[config.mk]
export PLATFORM = sky130hd
export DESIGN_NAME = card_wake_unit
export DESIGN_NICKNAME = d
export VERILOG_FILES = /design/src/rtl/cdw_pkg.sv /design/src/rtl/cdw_datapath.sv /design/src/rtl/cdw_control.sv /design/src/rtl/card_wake_unit.sv
export SDC_FILE = /design/constraint.sdc
export NUM_CORES = 1
export LEC_CHECK = 0
export ABC_AREA = 1
export BUFFER_PORTS_ARGS = -buffer_cell sky130_fd_sc_hd__buf_2
export CORE_AREA = 2 2 39 41
export CTS_CLUSTER_SIZE = 24
export DETAILED_ROUTE_END_ITERATION = 6
export DIE_AREA = 0 0 41 43
export GPL_TIMING_DRIVEN = 0
export PLACE_DENSITY = 0.48
export REMOVE_ABC_BUFFERS = 1
export SYNTH_ARGS = -nofsm -noshare
export SYNTH_HDL_FRONTEND = slang
export SYNTH_SLANG_ARGS = --single-unit
[constraint.sdc]
create_clock -name clk -period 0.91 [get_ports clk]
set_input_delay 0.182 -clock clk [delete_from_list [all_inputs] [get_ports clk]]
set_output_delay 0.182 -clock clk [all_outputs]
set_load 0.005 [all_outputs]
[src/rtl/cdw_pkg.sv]
package cdw_pkg;
  typedef struct packed {
    logic insEdge;
    logic remEdge;
    logic setWake;
    logic clrWake;
  } cdwStrobe_t;
endpackage

[src/rtl/cdw_datapath.sv]
module cdw_datapath
  import cdw_pkg::*;
#(
  parameter int SYNC_STAGES = 2
) (
  input  logic       clk,
  input  logic       rstN,
  input  logic       cdPin,
  input  logic       testSel,
  input  logic       testLevel,
  input  logic       cardIrq,
  input  cdwStrobe_t strb,
  output logic       selPres,
  output logic       presQ,
  output logic       irqQ,
  output logic       insQ,
  output logic       remQ,
  output logic       pwrQ,
  output logic       wakeQ
);
  localparam int LAST = SYNC_STAGES - 1;

  logic [LAST:0] syncChain;

  generate
    if (SYNC_STAGES == 1) begin : g_one
      always_ff @(posedge clk or negedge rstN)
        if (!rstN) syncChain <= '0;
        else       syncChain <= cdPin;
    end else begin : g_many
      always_ff @(posedge clk or negedge rstN)
        if (!rstN) syncChain <= '0;
        else       syncChain <= {syncChain[LAST-1:0], cdPin};
    end
  endgenerate

  assign selPres = testSel ? testLevel : syncChain[LAST];

  always_ff @(posedge clk or negedge rstN) begin
    if (!rstN) begin
      presQ <= 1'b0;
      irqQ  <= 1'b0;
      insQ  <= 1'b0;
      remQ  <= 1'b0;
      pwrQ  <= 1'b0;
      wakeQ <= 1'b0;
    end else begin
      presQ <= selPres;
      irqQ  <= cardIrq;
      insQ  <= strb.insEdge;
      remQ  <= strb.remEdge;
      pwrQ  <= strb.remEdge;
      if (strb.setWake)      wakeQ <= 1'b1;
      else if (strb.clrWake) wakeQ <= 1'b0;
    end
  end

  a_r3_ins_one_wide: assert property (@(posedge clk) disable iff (!rstN)
    insQ |=> !insQ);
  a_r3_ins_with_present: assert property (@(posedge clk) disable iff (!rstN)
    insQ |-> presQ);
  a_r4_rem_one_wide: assert property (@(posedge clk) disable iff (!rstN)
    remQ |=> !remQ);
  a_r4_pwr_with_remove: assert property (@(posedge clk) disable iff (!rstN)
    pwrQ |-> (remQ && !presQ));
  a_r2_test_level_follows: assert property (@(posedge clk) disable iff (!rstN)
    testSel |=> (presQ == $past(testLevel)));
  a_r8_wake_held: assert property (@(posedge clk) disable iff (!rstN)
    (wakeQ && !strb.clrWake) |=> wakeQ);
endmodule

[src/rtl/cdw_control.sv]
module cdw_control
  import cdw_pkg::*;
(
  input  logic       clk,
  input  logic       rstN,
  input  logic       selPres,
  input  logic       presQ,
  input  logic       cardIrq,
  input  logic       irqQ,
  input  logic       enRemoval,
  input  logic       enInsert,
  input  logic       enIrq,
  input  logic       wakeAck,
  input  logic       wakeQ,
  output cdwStrobe_t strb
);
  logic irqEdge;

  always_comb begin
    irqEdge      = cardIrq & ~irqQ;
    strb.insEdge = selPres & ~presQ;
    strb.remEdge = ~selPres & presQ;
    strb.setWake = (strb.insEdge & enInsert) |
                   (strb.remEdge & enRemoval) |
                   (irqEdge & enIrq);
    strb.clrWake = wakeAck;
  end

  a_r3_edges_exclusive: assert property (@(posedge clk) disable iff (!rstN)
    !(strb.insEdge && strb.remEdge));
  a_r5_no_wake_without_enable: assert property (@(posedge clk) disable iff (!rstN)
    (!wakeQ && !(enInsert && strb.insEdge) && !(enRemoval && strb.remEdge)
     && !(enIrq && cardIrq && !irqQ)) |=> !wakeQ);
  a_r8_ack_without_event_clears: assert property (@(posedge clk) disable iff (!rstN)
    (wakeAck && !strb.setWake) |=> !wakeQ);
endmodule

[src/rtl/card_wake_unit.sv]
module card_wake_unit
  import cdw_pkg::*;
#(
  parameter int SYNC_STAGES = 2
) (
  input  logic clk,
  input  logic rstN,
  input  logic cdPin,
  input  logic testSel,
  input  logic testLevel,
  input  logic cardIrq,
  input  logic enRemoval,
  input  logic enInsert,
  input  logic enIrq,
  input  logic wakeAck,
  output logic cardPresent,
  output logic insertPulse,
  output logic removePulse,
  output logic powerClear,
  output logic wakeReq
);
  cdwStrobe_t strb;
  logic selPres, presQ, irqQ;

  cdw_datapath #(.SYNC_STAGES(SYNC_STAGES)) u_dp (
    .clk(clk), .rstN(rstN), .cdPin(cdPin), .testSel(testSel),
    .testLevel(testLevel), .cardIrq(cardIrq), .strb(strb),
    .selPres(selPres), .presQ(presQ), .irqQ(irqQ),
    .insQ(insertPulse), .remQ(removePulse), .pwrQ(powerClear),
    .wakeQ(wakeReq)
  );

  cdw_control u_ctl (
    .clk(clk), .rstN(rstN), .selPres(selPres), .presQ(presQ),
    .cardIrq(cardIrq), .irqQ(irqQ), .enRemoval(enRemoval),
    .enInsert(enInsert), .enIrq(enIrq), .wakeAck(wakeAck),
    .wakeQ(wakeReq), .strb(strb)
  );

  assign cardPresent = presQ;

  a_r9_reset_quiet: assert property (@(posedge clk)
    !rstN |-> !(cardPresent || insertPulse || removePulse || powerClear || wakeReq));
endmodule

==> impl_metrics.ini, run 1 <==
[synth]
synth-edff-count = 0
yosysSeqAreaShare_pct = 66.0
synth_ff_type = dfrtp_1
synth_largest_area_cell = dfrtp_1
synthesis.area_um2 = 265
synth.most_common_cell = dfrtp_1
synth_cell_type_count = 10
synthTopCellsByArea = dfrtp_1 66%, nand3_2 7.5%, inv_1 7.1%
yosys_warnings = 0
synth-seq-cells = 7
synth_top_area_share_pct = 66.0
syn_avg_cell_area_um2 = 11.1
syn_inst = 24
synth_common_cells = 7 x dfrtp_1, 5 x inv_1, 3 x nand2_1
async_flop_share_pct = 100

[critical_path]
reg2reg_to = u_dp.wakeQ
cp-end-kind = primary output
reg2reg_slack_ns = 0.14
start_kind = flop
path_cells = buf_2
cpMaxStageDelayCell = dfrtp_1
crit_path_end = removePulse
worstSetupPathType = flop to primary output
arrival_ns = 0.76
worst-path-max-fanout = 2
startpoint = u_dp.remQ
worst-path-buf-inv = 1
critPathTopFamily = flip-flops
cp.depth = 1
r2r_start = u_dp.presQ
cp_slowest_stage_delay_ns = 0.38
r2r_cells = 3
required_ns = 0.73

[sta]
max_freq_mhz = 1060
relSlewSlack_pct = 89.8
drv_slew = 0
worstMarginPinSlew_ns = 0.152
finalClockSkew_ns = 0.00594
finalSetupViolCount = 4
worst_slack_ns = -0.0315
tns_ns = -0.0933
post-route-min-period_ns = 0.941
fin_crit_sh_pct = 103
rsz0062_at_grt = yes
hold_viol_final = 0
whs_ns = 0.0357

[global_route]
antenna_found_initial = 0
grt_usage_pct = 6.88
overflow = 0
grt_first_pass_wirelength_um = 710
grt_pass1_vias = 180
grt_max_degree = 8

[route]
postRouteAntennaNets = 0
vias = 211
wl_per_cell_um = 8.10
drc_errors = 0
vias_per_cell = 3.58
drtIter0Drc = 4
first_pass_iters = 2
routed_wl_um = 478

[layout]
nets = 54
area_growth_pct = 47.6
drive_above_1_share_pct = 51.2
design_area_um2 = 392
layout.cells.non_filler = 59
diodes = 0
final_util_pct = 28.3

[clock_network]
cts-resized-gates = 0
cts_made_buffers = 3
cts_max_level = 1
numClockSinks = 7
cts_max_path_buffers = 2
cts_root_buffer = clkbuf_4
path_clk_slew_ns = 0.06
cts_tree = yes
clkLatencyLatePin_ns = 0.25

[placement]
dp_worst_setup_slack_ns = 0.154
io_buffer_count = 14
hpwl_um = 363
place_congestion = 0.621
place_area_um2 = 348
dp_cells = 53

[floorplan]
die_area_um2 = 1760
boundaryPins = 15
rows = 14
chipWidth_um = 41
die_y_um = 43
start_util_pct = 19.2
core_um2 = 1380

[pwr]
vdd_drop_max_mv = 1.06
p_leak_nw = 0.222
cellPowerDensity_nw_per_um2 = 1840
power_uw = 721

[run_status]
status = finished, violations left
violations = negative setup slack

[hold_path]
holdPathStages = 1
hold_class = primary input to flop

[job]
maxCapViolCount = 0
cell families after synthesis:
family	synth area share, %
and+or+nand+nor	22.2
buffers and inverters	9.91
DFF	66.0
AOI/OAI and AO/OA	1.88
timing repair:
action,CTS,global route
buffers inserted,1,0
cloned,0,0
hold endpoints to repair,7,0
hold buffers,1,0
endpoints found under the setup margin,5,5
power by group:
part           internal (mW)  switching [mW]  total [mW]  leakage, nW
combinational         0.0482          0.0437      0.0919        0.123
sequential             0.335         0.00884       0.344       0.0844
clock                  0.168           0.118       0.286       0.0150
total                  0.551           0.171       0.721        0.222
worst min-delay path by stage:
stage	startpoint	to	slack [ns]
after floorplan	rstN	u_dp.insQ	-0.11
after global placement	rstN	u_dp.irqQ	0.02
after detailed placement	rstN	u_dp.insQ	0.02
after CTS	cdPin	u_dp.syncChain[0]	0.03
after global routing	cdPin	u_dp.syncChain[0]	0.03
final	cdPin	u_dp.syncChain[0]	0.04
routing by layer:
layer	vias to the layer above	track usage, %	wire length (um)
met5	-	0	0
met1	86	6.93	199
li1	109	-	-
met2	14	8.13	190
met3	2	7.85	80
met4	0	4.00	8
layout by cell type, fill, tap and decap left out, types with 2 or more instances in the layout:
| cell type | netlist | layout |
|---|---|---|
| buf_2 | 0 | 14 |
| clkbuf_4 | 0 | 3 |
| dfrtp_1 | 7 | 7 |
| inv_1 | 5 | 5 |
| nand2_1 | 3 | 3 |
| nand2_2 | 2 | 2 |
| nand3_2 | 2 | 2 |
flip-flops by register name (all words and copies together), names as in the netlist:
| signal | flops |
|---|---|
| u_dp.presQ | 1 |
| u_dp.syncChain | 2 |
| u_dp.remQ | 1 |
| u_dp.irqQ | 1 |
| u_dp.wakeQ | 1 |
| u_dp.insQ | 1 |
layout make-up:
| class | count | area (um2) |
|---|---|---|
| Clock buffer | 4 | 26.3 |
| Fill cell | 148 | 992 |
| Inverter | 5 | 18.8 |
| Multi-Input combinational cell | 11 | 63.8 |
| Sequential cell | 7 | 175 |
| Tap cell | 16 | 20.0 |
| Timing Repair Buffer | 16 | 87.6 |
Note: power is estimated with default switching activity, not from simulation.
==> run 2: changes to the inputs <==
--- a/config.mk
+++ b/config.mk
@@ -5,15 +5,15 @@
 export SDC_FILE = /design/constraint.sdc
 export NUM_CORES = 1
 export LEC_CHECK = 0
-export ABC_AREA = 1
 export BUFFER_PORTS_ARGS = -buffer_cell sky130_fd_sc_hd__buf_2
 export CORE_AREA = 2 2 39 41
 export CTS_CLUSTER_SIZE = 24
 export DETAILED_ROUTE_END_ITERATION = 6
 export DIE_AREA = 0 0 41 43
 export GPL_TIMING_DRIVEN = 0
-export PLACE_DENSITY = 0.48
+export PLACE_DENSITY = 0.46
 export REMOVE_ABC_BUFFERS = 1
+export SLEW_MARGIN = 5
 export SYNTH_ARGS = -nofsm -noshare
 export SYNTH_HDL_FRONTEND = slang
 export SYNTH_SLANG_ARGS = --single-unit
==> run 2 against run 1 <==
- the flow still finishes with violations (negative setup slack)
- maximum frequency is 11% lower
- sequential share of layout area is 4.2 points higher
- via count is 13% lower
- register-to-register slack worse by 0.29 ns
- utilization is 2.4 points lower
- critical endpoint is now u_dp.wakeQ
- largest power group unchanged
==> impl_metrics.ini, run 2 <==
[global_route]
antenna_found_initial = 0
grt_first_pass_wirelength_um = 731
grt_pass1_vias = 176
grt_max_degree = 8
overflow = 0
grt_usage_pct = 6.89

[synth]
yosysSeqAreaShare_pct = 75.3
synth_ff_type = dfrtp_1
synth_common_cells = 7 x dfrtp_1, 2 x inv_1
synth.most_common_cell = dfrtp_1
synth_cell_type_count = 9
synthTopCellsByArea = dfrtp_1 75%, a221o_1 4.3%, mux2i_1 4.3%
synth_top_area_share_pct = 75.3
syn_avg_cell_area_um2 = 14.5
synth-seq-cells = 7
async_flop_share_pct = 100
yosys_warnings = 0
synthesis.area_um2 = 233
synth_largest_area_cell = dfrtp_1
synth-edff-count = 0
syn_inst = 16

[layout]
largest_reg_flops = 2
layout_common_cells = 14 x buf_2, 7 x dfrtp_1, 3 x clkbuf_4, 2 x inv_1
area_growth_pct = 53.8
num-fill-cells = 149
ff_latch_area_um2 = 175
nets = 45
largest-register = u_dp.syncChain
diodes = 0
multi_input_area_um2 = 48.8
drive_above_1_share_pct = 58.8
final_util_pct = 25.9
mostFrequentLayoutCell = buf_2

[critical_path]
worst-path-buf-inv = 0
reg2reg_to = u_dp.wakeQ
r2r_cells = 3
reg2reg_slack_ns = -0.15
cpMaxStageDelayCell = dfrtp_1
critPathTopFamily = flip-flops
cp_slowest_stage_delay_ns = 0.37
cp-end-kind = flop
r2r_start = u_dp.syncChain[1]
path_cells = mux2i_2 > nor2_2 > a221o_1
worstSetupPathType = flop to flop
required_ns = 1.03
start_kind = flop
arrival_ns = 1.18
worst-path-max-fanout = 3

[pwr]
p_leak_nw = 0.189
power_uw = 699
vdd_drop_max_mv = 0.662
cellPowerDensity_nw_per_um2 = 1950

[hold_path]
holdPathStages = 1
holdPathEnd = u_dp.syncChain[0]
hold_class = primary input to flop
min_from = cdPin

[sta]
rsz0062_at_grt = yes
max_freq_mhz = 943
finalSetupViolCount = 5
fin_crit_sh_pct = 117
finalClockSkew_ns = 0.00329
relSlewSlack_pct = 84.1
post-route-min-period_ns = 1.06
worstMarginPinSlew_ns = 0.234
hold_viol_final = 0
drv_slew = 0
worst_slack_ns = -0.150

[floorplan]
core_um2 = 1380
boundaryPins = 15
start_util_pct = 16.8
die_area_um2 = 1760
die_y_um = 43
chipWidth_um = 41
rows = 14

[job]
maxCapViolCount = 0

[run_status]
violations = negative setup slack
status = finished, violations left

[route]
drc_errors = 0
wl_per_cell_um = 9.08
first_pass_iters = 2
postRouteAntennaNets = 0
routed_wl_um = 454
vias = 184
drtIter0Drc = 1
vias_per_cell = 3.68

[placement]
io_buffer_count = 14
place_congestion = 0.651
hpwl_um = 363

[clock_network]
cts_root_buffer = clkbuf_4
cts_max_level = 1
path_clk_slew_ns = 0.05
cts_made_buffers = 3
cts_tree = yes
numClockSinks = 7
cts_setup_buffers = 0
clkLatencyLatePin_ns = 0.24
cts_max_path_buffers = 2
run 2: how the worst max path moves through the flow:
stage | start | endpoint | slack (ns) | depth (start not counted)
floorplan | u_dp.syncChain[1] | u_dp.wakeQ | -0.09 | 3
global placement | testSel | u_dp.wakeQ | -0.13 | 4
detailed placement | u_dp.syncChain[1] | u_dp.wakeQ | -0.16 | 3
CTS | u_dp.syncChain[1] | u_dp.wakeQ | -0.16 | 3
global route | u_dp.syncChain[1] | u_dp.wakeQ | -0.21 | 3
finish | u_dp.syncChain[1] | u_dp.wakeQ | -0.15 | 3
run 2: layout make-up:
| class | instances | area share (%) |
|---|---|---|
| Inverter | 2 | 2.10 |
| Sequential cell | 7 | 49.0 |
| Timing Repair Buffer | 15 | 22.4 |
| Tap cell | 16 | 5.59 |
| Clock buffer | 4 | 7.34 |
| Multi-Input combinational cell | 6 | 13.6 |
run 2: timing repair:
action,CTS,global route
hold buffers,1,0
endpoints found under the setup margin,5,6
endpoints found under the hold margin,7,0
gates resized for setup,1,1
run 2: report_power, final:
part	leakage (nW)	switching (mW)	internal, mW	total, mW
sequential	0.0841	0.0120	0.335	0.347
clock	0.0150	0.103	0.167	0.269
combinational	0.0898	0.0344	0.0474	0.0818
run 2: kinds of logic (layout without fill, tap and decap cells):
kind of cell | after synthesis | after routing | share of synthesized area [%]
AO/OA/AOI/OAI | 2 | 2 | 6.99
AND/OR/NAND/NOR | 3 | 3 | 6.99
flip-flops | 7 | 7 | 75.3
multiplexers | 1 | 1 | 4.30
buffers and inverters | 3 | 21 | 6.45
run 2: layer usage:
metal / global-route usage [%] / part of all wire [%]
met3: 4.71 / 18
met2: 7.19 / 35
met5: 0 / 0
met4: 6.00 / 0
met1: 8.94 / 46
run 2: metrics by stage:
step / cell area [um2] / worst slack (ns) / instances / TNS (ns) / hold WS, ns
2_1_floorplan: 225 / -0.0852 / 15 / -0.0852 / -0.114
3_3_place_gp: 315 / -0.134 / 45 / -0.134 / 0.0136
3_5_place_dp: 315 / -0.157 / 45 / -0.157 / 0.0227
4_1_cts: 355 / -0.157 / 50 / -0.292 / 0.0370
5_1_grt: 358 / -0.208 / 50 / -0.480 / 0.0426
6_report: 358 / -0.150 / 50 / -0.245 / 0.0467
==> run 3: changes to the inputs <==
--- a/config.mk
+++ b/config.mk
@@ -7,6 +7,7 @@
 export LEC_CHECK = 0
 export BUFFER_PORTS_ARGS = -buffer_cell sky130_fd_sc_hd__buf_2
 export CORE_AREA = 2 2 39 41
+export CTS_BUF_LIST = sky130_fd_sc_hd__clkbuf_8
 export CTS_CLUSTER_SIZE = 24
 export DETAILED_ROUTE_END_ITERATION = 6
 export DIE_AREA = 0 0 41 43
==> run 3 against run 2 <==
- the flow still finishes with violations (negative setup slack)
- setup slack gained 0.0055 ns
- clock-buffer cell count shrank 1
- utilization grew 1.4 points
- clock power grew 53%
- critical path depth is the same
- maximum frequency grew 0.52%
- total power grew 20%
- sequential power is essentially flat
- cell count is the same
- critical path type unchanged
- critical endpoint unchanged
- largest cell class unchanged
- largest power group is now the clock network
==> impl_metrics.ini, run 3 (same netlist as run 2, synthesis figures left out) <==
[layout]
num-fill-cells = 146
mostFrequentLayoutCell = buf_2
area_growth_pct = 61.8
final_util_pct = 27.2
diodes = 0
drive_above_1_share_pct = 58.8
layout_common_cells = 14 x buf_2, 7 x dfrtp_1, 3 x inv_1, 3 x clkbuf_8
largest_reg_flops = 2
ff_latch_area_um2 = 175
design_area_um2 = 377
largest-register = u_dp.syncChain
multi_input_area_um2 = 48.8
nets = 45

[clock_network]
cts_made_buffers = 3
clkLatencyLatePin_ns = 0.22
cts_max_level = 1
cts_setup_buffers = 0
numClockSinks = 7
cts_tree = yes
path_clk_slew_ns = 0.04
cts_root_buffer = clkbuf_8
cts_max_path_buffers = 2

[sta]
drv_slew = 0
worst_slack_ns = -0.145
relSlewSlack_pct = 84.1
rsz0062_at_grt = yes
post-route-min-period_ns = 1.05
hold_viol_final = 0
worstMarginPinSlew_ns = 0.234
max_freq_mhz = 948
fin_crit_sh_pct = 116
finalSetupViolCount = 3
finalClockSkew_ns = 0.00216

[route]
first_pass_iters = 3
wl_per_cell_um = 9.30
met3WireLength_um = 81
drtIter0Drc = 3
drc_errors = 0
drt-met1-wl_um = 215
wl_met2_um = 158
postRouteAntennaNets = 0
vias = 181
vias_per_cell = 3.62
highest_layer = met4
routed_wl_um = 465

[pwr]
cellPowerDensity_nw_per_um2 = 2230
power_uw = 841
vdd_drop_max_mv = 0.812
p_leak_nw = 0.201

[placement]
hpwl_um = 363
place_congestion = 0.651
place_area_um2 = 315
io_buffer_count = 14

[job]
maxCapViolCount = 0

[run_status]
violations = negative setup slack
status = finished, violations left

[critical_path]
required_ns = 1.01
start_kind = flop
arrival_ns = 1.16
worst-path-max-fanout = 3
worstSetupPathType = flop to flop
cp-end-kind = flop

[hold_path]
hold_class = primary input to flop

[floorplan]
die_area_um2 = 1760
start_util_pct = 16.8
rows = 14
boundaryPins = 15
chipWidth_um = 41
die_y_um = 43
core_um2 = 1380

[global_route]
antenna_found_initial = 0
grt_pass1_vias = 171
grt_usage_pct = 7.19
grt_max_degree = 8
grt_first_pass_wirelength_um = 717
overflow = 0
run 3: cell types whose count changed in the layout (fill, tap and decap cells not counted):
cell,delta
clkbuf_1,-1
inv_1,+1
clkbuf_8,+3
clkbuf_4,-3
run 3: where the power goes:
group,leakage (nW),internal (mW),total (mW),switching (mW)
clock,0.0269,0.290,0.411,0.120
combinational,0.0898,0.0474,0.0819,0.0345
sequential,0.0841,0.336,0.348,0.0117
total,0.201,0.674,0.841,0.167
run 3: stage by stage:
stage | setup slack (ns) | TNS [ns] | hold slack (ns) | std cells
detailed placement | -0.157 | -0.157 | 0.0227 | 45
floorplan | -0.0852 | -0.0852 | -0.114 | 15
finish | -0.145 | -0.170 | 0.0689 | 50
global placement | -0.134 | -0.134 | 0.0136 | 45
global route | -0.206 | -0.299 | 0.0724 | 50
CTS | -0.156 | -0.185 | 0.0650 | 50
run 3: what timing repair did:
action                                 4_1_cts  5_1_grt
setup endpoints to repair                    3        5
endpoints found under the hold margin        7        0
pin swaps                                    0        0
hold buffers                                 1        0
gates resized for setup                      1        1
run 3: path summary, 6_finish.rpt:
path	from	end	slack [ns]	cells after the start
worst min-delay path	cdPin	u_dp.syncChain[0]	0.07	1
worst min register to register	u_dp.syncChain[0]	u_dp.syncChain[1]	0.35	0
worst max register to register	u_dp.syncChain[1]	u_dp.wakeQ	-0.14	3
max in group asynchronous	rstN	u_dp.wakeQ	0.43	2
min in group asynchronous	rstN	u_dp.irqQ	0.33	2
worst max-delay path	u_dp.syncChain[1]	u_dp.wakeQ	-0.14	3
run 3: layout make-up:
type                    instances  share of cell area, %
repair buffers                 15                   21.3
clock inverters                 1                  0.997
clock buffers                   3                   11.0
flip-flops and latches          7                   46.5
multi-input cells               6                   13.0
well taps                      16                   5.32
inverters                       2                   1.99
run 3: layer usage:
| layer | vias up | track usage, % |
|---|---|---|
| li1 | 87 | - |
| met1 | 77 | 8.94 |
| met2 | 15 | 7.19 |
| met3 | 2 | 4.71 |
| met4 | 0 | 8.00 |
| met5 | - | 0 |
run 3: worst max-delay path, stage by stage, from the launching register on:
cell and delay, ns:
dfrtp_1 0.36, mux2i_2 0.22, nor2_2 0.07, a221o_1 0.29
